## src/rtl/mon_hs_pkg.sv

```systemverilog
package mon_hs_pkg;

    localparam int MON_W = 8;

    // Handshake bits are active low on the bus
    localparam logic LVL_ACT  = 1'b0;
    localparam logic LVL_IDLE = 1'b1;

    typedef logic [MON_W-1:0] mon_byte_t;

    // What the receiver looks at in one frame
    typedef struct packed {
        mon_byte_t data;
        logic      mx;
    } rx_slot_t;

    typedef enum logic [2:0] {
        TX_IDLE,
        TX_SEND,
        TX_HOLD,
        TX_GAP,
        TX_END
    } tx_st_e;

    typedef enum logic [1:0] {
        RX_WAIT,
        RX_ACKED,
        RX_GAP,
        RX_ABORT
    } rx_st_e;

    // Byte counts as stable: MX active now and last frame, same value
    function automatic logic seen_twice(rx_slot_t cur, rx_slot_t prv);
        return (cur.mx == LVL_ACT) && (prv.mx == LVL_ACT) && (cur.data == prv.data);
    endfunction

endpackage

```

## src/rtl/mon_hs_tx.sv

```systemverilog
module mon_hs_tx
    import mon_hs_pkg::*;
#(
    parameter int TMO_W = 8
) (
    input  logic             clk,
    input  logic             rst,
    input  logic             tick,
    input  logic             host_wr,
    input  mon_byte_t        host_wdata,
    input  logic             host_eom,
    input  logic             tmo_dis,
    input  logic [TMO_W-1:0] tmo_frames,
    input  logic             far_mr,
    output mon_byte_t        mon_o,
    output logic             mx_o,
    output logic             active_o,
    output logic             ack_o,
    output logic             abort_o,
    output logic             tmo_o
);

    tx_st_e           st;
    mon_byte_t        cur_byte;
    logic [TMO_W-1:0] cnt;
    logic             tmo_hit;

    assign tmo_hit  = !tmo_dis && (({1'b0, cnt} + 1'b1) >= {1'b0, tmo_frames});
    assign mon_o    = cur_byte;
    assign mx_o     = (st == TX_SEND || st == TX_HOLD) ? LVL_ACT : LVL_IDLE;
    assign active_o = (st != TX_IDLE);

    always_ff @(posedge clk) begin
        if (rst) begin
            st       <= TX_IDLE;
            cur_byte <= '0;
            cnt      <= '0;
            ack_o    <= 1'b0;
            abort_o  <= 1'b0;
            tmo_o    <= 1'b0;
        end else begin
            ack_o   <= 1'b0;
            abort_o <= 1'b0;
            tmo_o   <= 1'b0;
            if (host_wr && (st == TX_IDLE || st == TX_HOLD)) begin
                cur_byte <= host_wdata;
                cnt      <= '0;
                st       <= (st == TX_IDLE) ? TX_SEND : TX_GAP;
            end else if (host_eom && st == TX_HOLD) begin
                cnt <= '0;
                st  <= TX_END;
            end else if (tick) begin
                case (st)
                    TX_SEND: begin
                        if (far_mr == LVL_ACT) begin
                            ack_o <= 1'b1;
                            cnt   <= '0;
                            st    <= TX_HOLD;
                        end else if (tmo_hit) begin
                            tmo_o   <= 1'b1;
                            abort_o <= 1'b1;
                            st      <= TX_IDLE;
                        end else begin
                            cnt <= cnt + 1'b1;
                        end
                    end
                    TX_HOLD: begin
                        if (far_mr == LVL_IDLE) begin
                            if (cnt != '0) begin
                                abort_o <= 1'b1;
                                st      <= TX_IDLE;
                            end else begin
                                cnt <= TMO_W'(1);
                            end
                        end else begin
                            cnt <= '0;
                        end
                    end
                    TX_GAP: begin
                        cnt <= '0;
                        st  <= TX_SEND;
                    end
                    TX_END: begin
                        if (cnt == '0)
                            cnt <= TMO_W'(1);
                        else if (far_mr == LVL_IDLE)
                            st <= TX_IDLE;
                    end
                    default: st <= TX_IDLE;
                endcase
            end
        end
    end

endmodule

```

## src/rtl/mon_hs_rx.sv

```systemverilog
module mon_hs_rx
    import mon_hs_pkg::*;
(
    input  logic      clk,
    input  logic      rst,
    input  logic      tick,
    input  rx_slot_t  slot_i,
    input  logic      abort_req,
    output logic      mr_o,
    output logic      valid_o,
    output mon_byte_t data_o,
    output logic      eom_o
);

    rx_st_e   st;
    rx_slot_t prv;

    always_ff @(posedge clk) begin
        if (rst) begin
            st      <= RX_WAIT;
            prv     <= '{data: '0, mx: LVL_IDLE};
            mr_o    <= LVL_IDLE;
            valid_o <= 1'b0;
            data_o  <= '0;
            eom_o   <= 1'b0;
        end else begin
            valid_o <= 1'b0;
            eom_o   <= 1'b0;
            if (tick) begin
                prv <= slot_i;
                case (st)
                    RX_WAIT: begin
                        if (seen_twice(slot_i, prv)) begin
                            valid_o <= 1'b1;
                            data_o  <= slot_i.data;
                            mr_o    <= LVL_ACT;
                            st      <= RX_ACKED;
                        end
                    end
                    RX_ACKED: begin
                        if (slot_i.mx == LVL_IDLE) begin
                            mr_o <= LVL_IDLE;
                            st   <= RX_GAP;
                        end
                    end
                    RX_GAP: begin
                        if (slot_i.mx == LVL_IDLE)
                            eom_o <= 1'b1;
                        st <= RX_WAIT;
                    end
                    RX_ABORT: begin
                        if (slot_i.mx == LVL_IDLE && prv.mx == LVL_IDLE)
                            st <= RX_WAIT;
                    end
                    default: st <= RX_WAIT;
                endcase
            end else if (abort_req && st == RX_ACKED) begin
                mr_o <= LVL_IDLE;
                st   <= RX_ABORT;
            end
        end
    end

endmodule

```

## src/rtl/mon_handshake_ctl.sv

```systemverilog
module mon_handshake_ctl
    import mon_hs_pkg::*;
#(
    parameter int TMO_W = 8
) (
    input  logic             clk,
    input  logic             rst,
    input  logic             frm_tick,
    input  logic             host_wr,
    input  logic [7:0]       host_wdata,
    input  logic             host_eom,
    input  logic             tmo_dis,
    input  logic [TMO_W-1:0] tmo_frames,
    input  logic             rx_abort_req,
    input  logic [7:0]       rx_mon,
    input  logic             rx_mx,
    input  logic             rx_mr,
    output logic [7:0]       tx_mon,
    output logic             tx_mx,
    output logic             tx_mr,
    output logic             tx_active,
    output logic             tx_ack_irq,
    output logic             tx_abort,
    output logic             tx_tmo,
    output logic             rx_valid,
    output logic [7:0]       rx_data,
    output logic             rx_eom
);

    rx_slot_t in_slot;
    assign in_slot = '{data: rx_mon, mx: rx_mx};

    mon_hs_tx #(.TMO_W(TMO_W)) u_tx (
        .clk        (clk),
        .rst        (rst),
        .tick       (frm_tick),
        .host_wr    (host_wr),
        .host_wdata (host_wdata),
        .host_eom   (host_eom),
        .tmo_dis    (tmo_dis),
        .tmo_frames (tmo_frames),
        .far_mr     (rx_mr),
        .mon_o      (tx_mon),
        .mx_o       (tx_mx),
        .active_o   (tx_active),
        .ack_o      (tx_ack_irq),
        .abort_o    (tx_abort),
        .tmo_o      (tx_tmo)
    );

    mon_hs_rx u_rx (
        .clk       (clk),
        .rst       (rst),
        .tick      (frm_tick),
        .slot_i    (in_slot),
        .abort_req (rx_abort_req),
        .mr_o      (tx_mr),
        .valid_o   (rx_valid),
        .data_o    (rx_data),
        .eom_o     (rx_eom)
    );

endmodule

```

## config.mk

```make
export PLATFORM = sky130hd
export DESIGN_NAME = mon_handshake_ctl
export DESIGN_NICKNAME = d
export VERILOG_FILES = /design/src/rtl/mon_hs_pkg.sv /design/src/rtl/mon_hs_tx.sv /design/src/rtl/mon_hs_rx.sv /design/src/rtl/mon_handshake_ctl.sv
export SDC_FILE = /design/constraint.sdc
export NUM_CORES = 1
export LEC_CHECK = 0
export CORE_MARGIN = 1.5
export CORE_UTILIZATION = 31
export CTS_BUF_LIST = sky130_fd_sc_hd__clkbuf_16
export DETAILED_ROUTE_END_ITERATION = 12
export DONT_BUFFER_PORTS = 1
export HOLD_SLACK_MARGIN = 0.15
export PLACE_DENSITY = 0.54
export SLEW_MARGIN = 30
export SYNTH_ARGS = -nofsm -noshare
export SYNTH_HDL_FRONTEND = slang
export SYNTH_SLANG_ARGS = --single-unit
```

## constraint.sdc

```tcl
create_clock -name clk -period 8.3 [get_ports clk]
set_clock_uncertainty 0.2 [all_clocks]
set_input_delay 1.66 -clock clk [delete_from_list [all_inputs] [get_ports clk]]
set_output_delay 1.66 -clock clk [all_outputs]
set_load 0.02 [all_outputs]
```

==> reports/qor.csv, run 1 <==
stage;metric;value;unit
setup_path;critPathLaunchType;input port;
job;drv_cap;0;
synthesis;synthArstFlopShare;0;%
min_path;hold_class;reg -> reg;
clocking;clock-root-buffer;clkbuf_16;
power_and_ir_drop;power.leakage;0.000956;uW
synthesis;synth_cell_types;40;
clocking;path_clk_slew;0.06;ns
synthesis;ys_seq_area_share;39.3;%
sta;tightest_slew;0.610;ns
sta;fin_crit;3.69;ns
sta;rsz0062_at_grt;false;
synthesis;syn_area_per_cell;8.30;sq um
sta;min_period_over_period;44.4;%
global_route;antenna_found_initial;0;
setup_path;end_kind;flop;
synthesis;ys_ff_latch;44;
floorplan;die_y;88.0;microns
synthesis;synthFlopType;dfxtp_1;
sta;drv_slew;0;
synthesis;synth-edff-count;0;
setup_path;crit_required;8.32;ns
sta;setup_violations;0;
clocking;cts_tree;yes;
power_and_ir_drop;powerDensity;195;nW/um^2
detailed_routing;drt_pass1_iterations;4;
setup_path;worstPathArrival;3.71;ns
cells_and_area;finish.net_count;306;
floorplan;ios;57;
detailed_routing;drt-total-wl;4.76;mm
detailed_routing;ant_nets;0;
floorplan;core_area;6910;sq um
synthesis;netlist_area;2240;sq um
global_route;grt_overflow;0;
global_route;grt_max_degree;36;
clocking;cts_hold_buf;0;
synthesis;yosysMostFrequentCell;dfxtp_1;
detailed_routing;wl_per_cell;13.2;microns
detailed_routing;drc;0;
global_route;grt_pass1_wl;8.02;mm
floorplan;fp.dieW;88.0;microns
placement;dpl.hpwl;3.47;mm
detailed_routing;route.detailed.vias_per_inst;5.04;
synthesis;syn_inst;270;
global_route;grt_pass1_vias;1738;
cells_and_area;syn2layout_area_growth;10.8;%
clocking;cts_max_level;2;
cells_and_area;fillers;740;
synthesis;synth_area_leaders;dfxtp_1, mux2i_1, ha_1, nor2_1, nand2_1;
clocking;clk_latency;0.29;ns
synthesis;syn-num-nets;313;
placement;placedCellCount;352;
global_route;grt_usage;13.2;%
synthesis;yosysTopAreaCell;dfxtp_1;
synthesis;ys_warn_count;0;
setup_path;cp_max_fo;16;
power_and_ir_drop;peakVddDrop;0.000103;V
placement;io_buffers;0;
floorplan;initial_core_util;32.5;%
clocking;numClockSinks;44;
placement;place.gp.congestion;0.758;
sta;slew_headroom;59.4;%
synthesis;synth_top_cell_area_share;39.3;%
setup_path;critPathKind;in -> reg;
detailed_routing;num_vias;1816;
sta;max_clock_freq;0.271;GHz
synthesis;synth.top_cells.by_count;dfxtp_1, nor2_1, nand2_1, a21oi_1, mux2i_1;
clocking;cts_buffers;5;
sta;fin_setup_tns;0;ns
detailed_routing;drt_iter0_markers;66;
cells_and_area;drive_gt1_share;6.06;%
cells_and_area;antenna_cells;0;
cells_and_area;final_cells;360;
floorplan;num_rows;30;
sta;hold_viol;0;
clocking;cts_resized;0;
clocking;post_cts.repair.setup_buffers;0;
clocking;cts_buffer_depth;2;
floorplan;die_area;7750;sq um
run_status;status;complete, no violations;
[report_power, final]
group	internal [uW]	switching (uW)
clock network	141	84.2
registers	217	8.58
logic	14.3	19.7
total	373	112
[logic make-up (layout without fill, tap and decap cells)]
kind of cell	after synthesis	in the layout	synth area share [%]
AOI/OAI and AO/OA	51	51	14.5
xor gates and xnor gates	14	14	5.47
adders and majority gates	10	10	5.58
buffers and inverters	28	22	4.97
DFF	44	44	39.3
muxes	17	17	7.64
and+or+nand+nor	106	106	22.6
[critical path, cell delays in order]
cell and delay, ns:
inv_1 0.02, ha_1 0.29, a21oi_1 0.11, o21ai_0 0.12, a221oi_1 0.58, o311ai_4 0.27, or4_1 0.52, a21oi_1 0.13
[per-stage QoR]
stage	area (sq um)	hold slack [ns]	worst slack [ns]	util [%]	total power, uW
final	2480	0.286	4.61	36.0	486
after detailed placement	2310	0.283	4.25	33.4	264
after floorplan	2240	0.258	4.70	-	262
after global routing	2480	0.318	4.36	36.0	506
after global placement	2310	0.272	4.30	33.4	263
after CTS	2470	0.292	4.56	35.8	489
[sequential cells by signal, summed over array words and instances (netlist names)]
register      cells
u_rx.data_o       8
u_tx.abort_o      1
u_rx.st           2
u_tx.st           3
u_rx.valid_o      1
u_tx.tmo_o        1
u_rx.eom_o        1
u_rx.prv          9
u_tx.mon_o        8
u_tx.ack_o        1
u_rx.mr_o         1
u_tx.cnt          8
[worst paths after layout]
kind                            startpoint  slack, ns  depth (start not counted)                       end
hold / removal    u_rx.prv[0]$_SDFFE_PP1P_       0.29                          2  u_rx.prv[0]$_SDFFE_PP1P_
setup / recovery             tmo_frames[2]       4.61                          8  u_tx.cnt[4]$_SDFFE_PP0P_
hold reg to reg   u_rx.prv[0]$_SDFFE_PP1P_       0.29                          2  u_rx.prv[0]$_SDFFE_PP1P_
setup reg to reg  u_tx.cnt[0]$_SDFFE_PP0P_       4.69                         11  u_tx.cnt[4]$_SDFFE_PP0P_
[layout make-up]
cell class	count	area (sq um)	area share (%)
Sequential cell	44	881	35.4
Clock buffer	5	125	5.04
Timing Repair Buffer	1	7.51	0.302
Inverter	13	48.8	1.96
Clock inverter	3	42.5	1.71
Multi-Input combinational cell	198	1260	50.7
Tap cell	96	120	4.83
[layout by cell type, fill, tap and decap left out, drive strengths merged, types with 2 or more instances in the layout]
| master | Yosys | layout |
|---|---|---|
| or4 | 2 | 2 |
| inv | 13 | 13 |
| or2 | 3 | 3 |
| a211oi | 4 | 4 |
| o211ai | 3 | 3 |
| nor3 | 8 | 8 |
| dfxtp | 44 | 44 |
| or3 | 2 | 2 |
| nand3 | 11 | 11 |
| clkbuf | 10 | 5 |
| a21oi | 21 | 21 |
| nor3b | 2 | 2 |
| nand2b | 4 | 4 |
| nor2b | 6 | 6 |
| nor2 | 31 | 31 |
| o41ai | 2 | 2 |
| o21ai | 10 | 10 |
| nand2 | 29 | 29 |
| mux2i | 16 | 16 |
| xnor2 | 3 | 3 |
| clkinv | 0 | 2 |
| nor4 | 3 | 3 |
| o21bai | 3 | 3 |
| ha | 10 | 10 |
| xor2 | 11 | 11 |
[per-layer routing]
metal  vias to the layer above  GRT usage (%)  wire length [microns]
met5                         -              0                      0
met4                         0           4.69                     61
met3                         8           4.34                    293
met2                        43           21.7                   2260
met1                       844           16.2                   2150
li1                        921              -                      -
Power figures use the tool's default switching activity.
==> run 2, diff against run 1 <==
- ABC_AREA: unset -> 1
- PLACE_DENSITY: 0.54 -> 0.55
- clock period: 8.3 -> 3 ns (I/O delays scaled with it)
==> run 2 against run 1 <==
Compared with the run above:
- first-iteration DRC count increased by 11%
- global-route usage grew 0.39 points
- critical endpoint is now u_tx.cnt[7]$_SDFFE_PP0P_
- flip-flop and latch count unchanged
==> reports/qor.csv, run 2 <==
stage;metric;value;unit;change
synthesis;ys_ff_latch;44;;unchanged
cells_and_area;largest_reg_flops;9;;unchanged
setup_path;end_kind;flop;;
cells_and_area;layout_common_cells;nand2_1, nor2_1, inv_1;;
placement;dpl.hpwl;4.06;mm;+17%
cells_and_area;finish.net_count;391;;+28%
clocking;cts_tree;yes;;
cells_and_area;max_flop_register;u_rx.prv;;
cells_and_area;fin_util;35.7;%;-0.27 points
min_path;hold_class;in -> reg;;
power_and_ir_drop;powerDensity;598;nW/um^2;+210%
setup_path;critPathKind;reg -> reg;;
clocking;cts_buffer_depth;2;;unchanged
synthesis;netlist_area;2340;sq um;+4.4%
setup_path;cp_slowest_stage_delay;0.40;ns;-0.18 ns
synthesis;ys_warn_count;0;;unchanged
setup_path;cp_top_family;simple AND/OR/NAND/NOR gates;;
clocking;cts_hold_buf;0;;unchanged
sta;whs;0.186;ns;-0.100 ns
floorplan;die_area;8080;sq um;+4.2%
synthesis;syn_inst;347;;+29%
cells_and_area;antenna_cells;0;;unchanged
power_and_ir_drop;clockPowerShare;38.5;%;-8.0 points
cells_and_area;layout_commonest_cell;nand2_1;;
power_and_ir_drop;power.leakage;0.00128;uW;+34%
cells_and_area;fillers;791;;+6.9%
power_and_ir_drop;pwr-share-comb;17.9;%;+11 points
sta;max_clock_freq;0.375;GHz;
placement;post_dp_cell_area;2440;sq um;+5.7%
floorplan;ios;57;;unchanged
sta;slew_headroom;50.3;%;-9.1 points
synthesis;synthArstFlopShare;0;%;unchanged
power_and_ir_drop;swShare;28.6;%;+5.5 points
setup_path;worstPathArrival;2.68;ns;-1.03 ns
synthesis;yosysMostFrequentCell;nand2_1;;
synthesis;syn_area_per_cell;6.74;sq um;-19%
setup_path;cp_slowest_cell;dfxtp_1;;
setup_path;cp_common_cell;nand2_1;;
clocking;cts_buffers;5;;unchanged
power_and_ir_drop;seq_power_share;43.6;%;-2.9 points
sta;drv_slew;0;;unchanged
synthesis;synth-edff-count;0;;unchanged
setup_path;critPathLaunchType;flop;;
detailed_routing;drt_iter0_markers;73;;+11%
global_route;grt_usage;13.6;%;+0.39 points
clocking;post_cts.repair.setup_buffers;0;;unchanged
clocking;cts_resized;0;;unchanged
sta;hold_viol;0;;unchanged
placement;dp_slack;0.341;ns;-3.91 ns
detailed_routing;ant_nets;0;;unchanged
cells_and_area;syn2layout_area_growth;11.3;%;
detailed_routing;drt_pass1_iterations;5;;+1
run_status;status;complete, no violations;;
floorplan;core_area;7290;sq um;+5.6%
power_and_ir_drop;peakVddDrop;0.000223;V;+120%
cells_and_area;fin_area;2600;sq um;+4.8%
cells_and_area;multi_input_area;1220;sq um;-3.1%
synthesis;synth_cell_types;29;;-28%
floorplan;die_y;89.9;microns;+2.1%
detailed_routing;drt-total-wl;5.26;mm;+11%
detailed_routing;drc;0;;unchanged
clocking;path_clk_slew;0.06;ns;about the same
sta;rsz0062_at_grt;false;;
sta;fin_crit;2.66;ns;
synthesis;syn-num-nets;390;;+25%
detailed_routing;wl_per_cell;11.8;microns;-11%
floorplan;fp.dieW;89.9;microns;+2.1%
power_and_ir_drop;p_sw;445;uW;+300%
sta;tightest_slew;0.745;ns;+0.135 ns
synthesis;synth_top_cell_area_share;37.6;%;-1.6 points
detailed_routing;route.detailed.vias_per_inst;4.60;;-8.8%
clocking;clock-root-buffer;clkbuf_16;;
global_route;grt_pass1_wl;9.20;mm;+15%
placement;place.gp.congestion;0.798;;+5.2%
sta;setup_ws;0.336;ns;-4.28 ns
setup_path;path_cells;ha_1 -> nand3_1 -> nor3_2 -> xor2_1 -> ha_1 -> a21oi_1 -> nand2_1 -> nand2_1 -> nand2_2 -> nand3_4 -> nand3_2 -> nand2_1 -> nand2_1 -> nor2_1;;
job;drv_cap;0;;unchanged
global_route;grt_overflow;0;;unchanged
synthesis;synth.top_cells.by_count;nand2_1, nor2_1, inv_1, dfxtp_1, o21ai_0;;
clocking;numClockSinks;44;;unchanged
floorplan;initial_core_util;32.1;%;-0.38 points
global_route;antenna_found_initial;0;;unchanged
cells_and_area;ff_latch_area;881;sq um;unchanged
floorplan;num_rows;31;;+3.3%
sta;min_period_over_period;88.8;%;
synthesis;synthFlopType;dfxtp_1;;
global_route;grt_pass1_vias;2024;;+16%
power_and_ir_drop;intPower;1110;uW;+200%
clocking;cts_max_level;2;;unchanged
detailed_routing;num_vias;2060;;+13%
sta;setup_violations;0;;unchanged
synthesis;synth_area_leaders;dfxtp_1, nand2_1, nor2_1, inv_1, o21ai_0;;
setup_path;cp_max_fo;11;;-5
synthesis;yosysTopAreaCell;dfxtp_1;;
synthesis;ys_seq_area_share;37.6;%;-1.6 points
global_route;grt_max_degree;29;;-19%
placement;io_buffers;0;;unchanged
clocking;clk_latency;0.28;ns;about the same
cells_and_area;drive_gt1_share;6.88;%;+0.82 points
setup_path;critPathBufInv;0;;-1
sta;fin_setup_tns;0;ns;unchanged
setup_path;crit_required;3.02;ns;-5.30 ns
## run 2: changes by cell type after synthesis, sizes merged, moves of 6 or more
cell / before / now
nor2: 31 / 66
o21ai: 10 / 29
nand3: 11 / 18
inv: 13 / 52
nand4: 1 / 9
nor2b: 6 / 0
mux2i: 16 / 0
nand2: 29 / 74
## run 2: final cells by class
| class | count | share of cell area (%) |
|---|---|---|
| Timing Repair Buffer | 2 | 0.577 |
| Tap cell | 99 | 4.76 |
| Multi-Input combinational cell | 242 | 46.9 |
| Inverter | 53 | 7.64 |
| Sequential cell | 44 | 33.8 |
| Clock inverter | 3 | 1.49 |
| Clock buffer | 5 | 4.81 |
## run 2: metrics by stage
stage | power, uW | cells
finish | 1560 | 448
global route | 1650 | 448
CTS | 1580 | 448
detailed placement | 972 | 440
global placement | 967 | 440
floorplan | 920 | 347
## run 2: final timing paths
| kind | startpoint | endpoint | slack, ns | cells after the start |
|---|---|---|---|---|
| worst min-delay path | rst | u_tx.st[1]$_SDFFE_PP0P_ | 0.19 | 1 |
| worst min register to register | u_rx.prv[1]$_SDFFE_PP0P_ | u_rx.prv[1]$_SDFFE_PP0P_ | 0.28 | 2 |
| worst max register to register | u_tx.cnt[0]$_SDFFE_PP0P_ | u_tx.cnt[7]$_SDFFE_PP0P_ | 0.34 | 14 |
| worst max-delay path | u_tx.cnt[0]$_SDFFE_PP0P_ | u_tx.cnt[7]$_SDFFE_PP0P_ | 0.34 | 14 |
## run 2: logic make-up after synthesis
| logic type | synth area share, % |
|---|---|
| compound gates | 11.4 |
| xor+xnor | 2.99 |
| fa+ha+maj | 5.35 |
| buf+inv | 10.2 |
| flops | 37.6 |
| simple gates | 32.4 |
## run 2: power groups by stage
stage                     clock network (uW)  logic [uW]  registers [uW]
after floorplan                            0         238             682
after global placement                     0         277             690
after detailed placement                   0         281             691
after CTS                                620         282             678
after global routing                     641         331             682
final                                    599         278             678
## run 2: routing by layer
layer	part of all wire, %	vias up	GRT usage (%)
met1	47	908	17.1
li1	-	1097	-
met2	47	55	23.5
met5	0	-	0
met3	5.7	0	4.23
met4	0	0	1.98
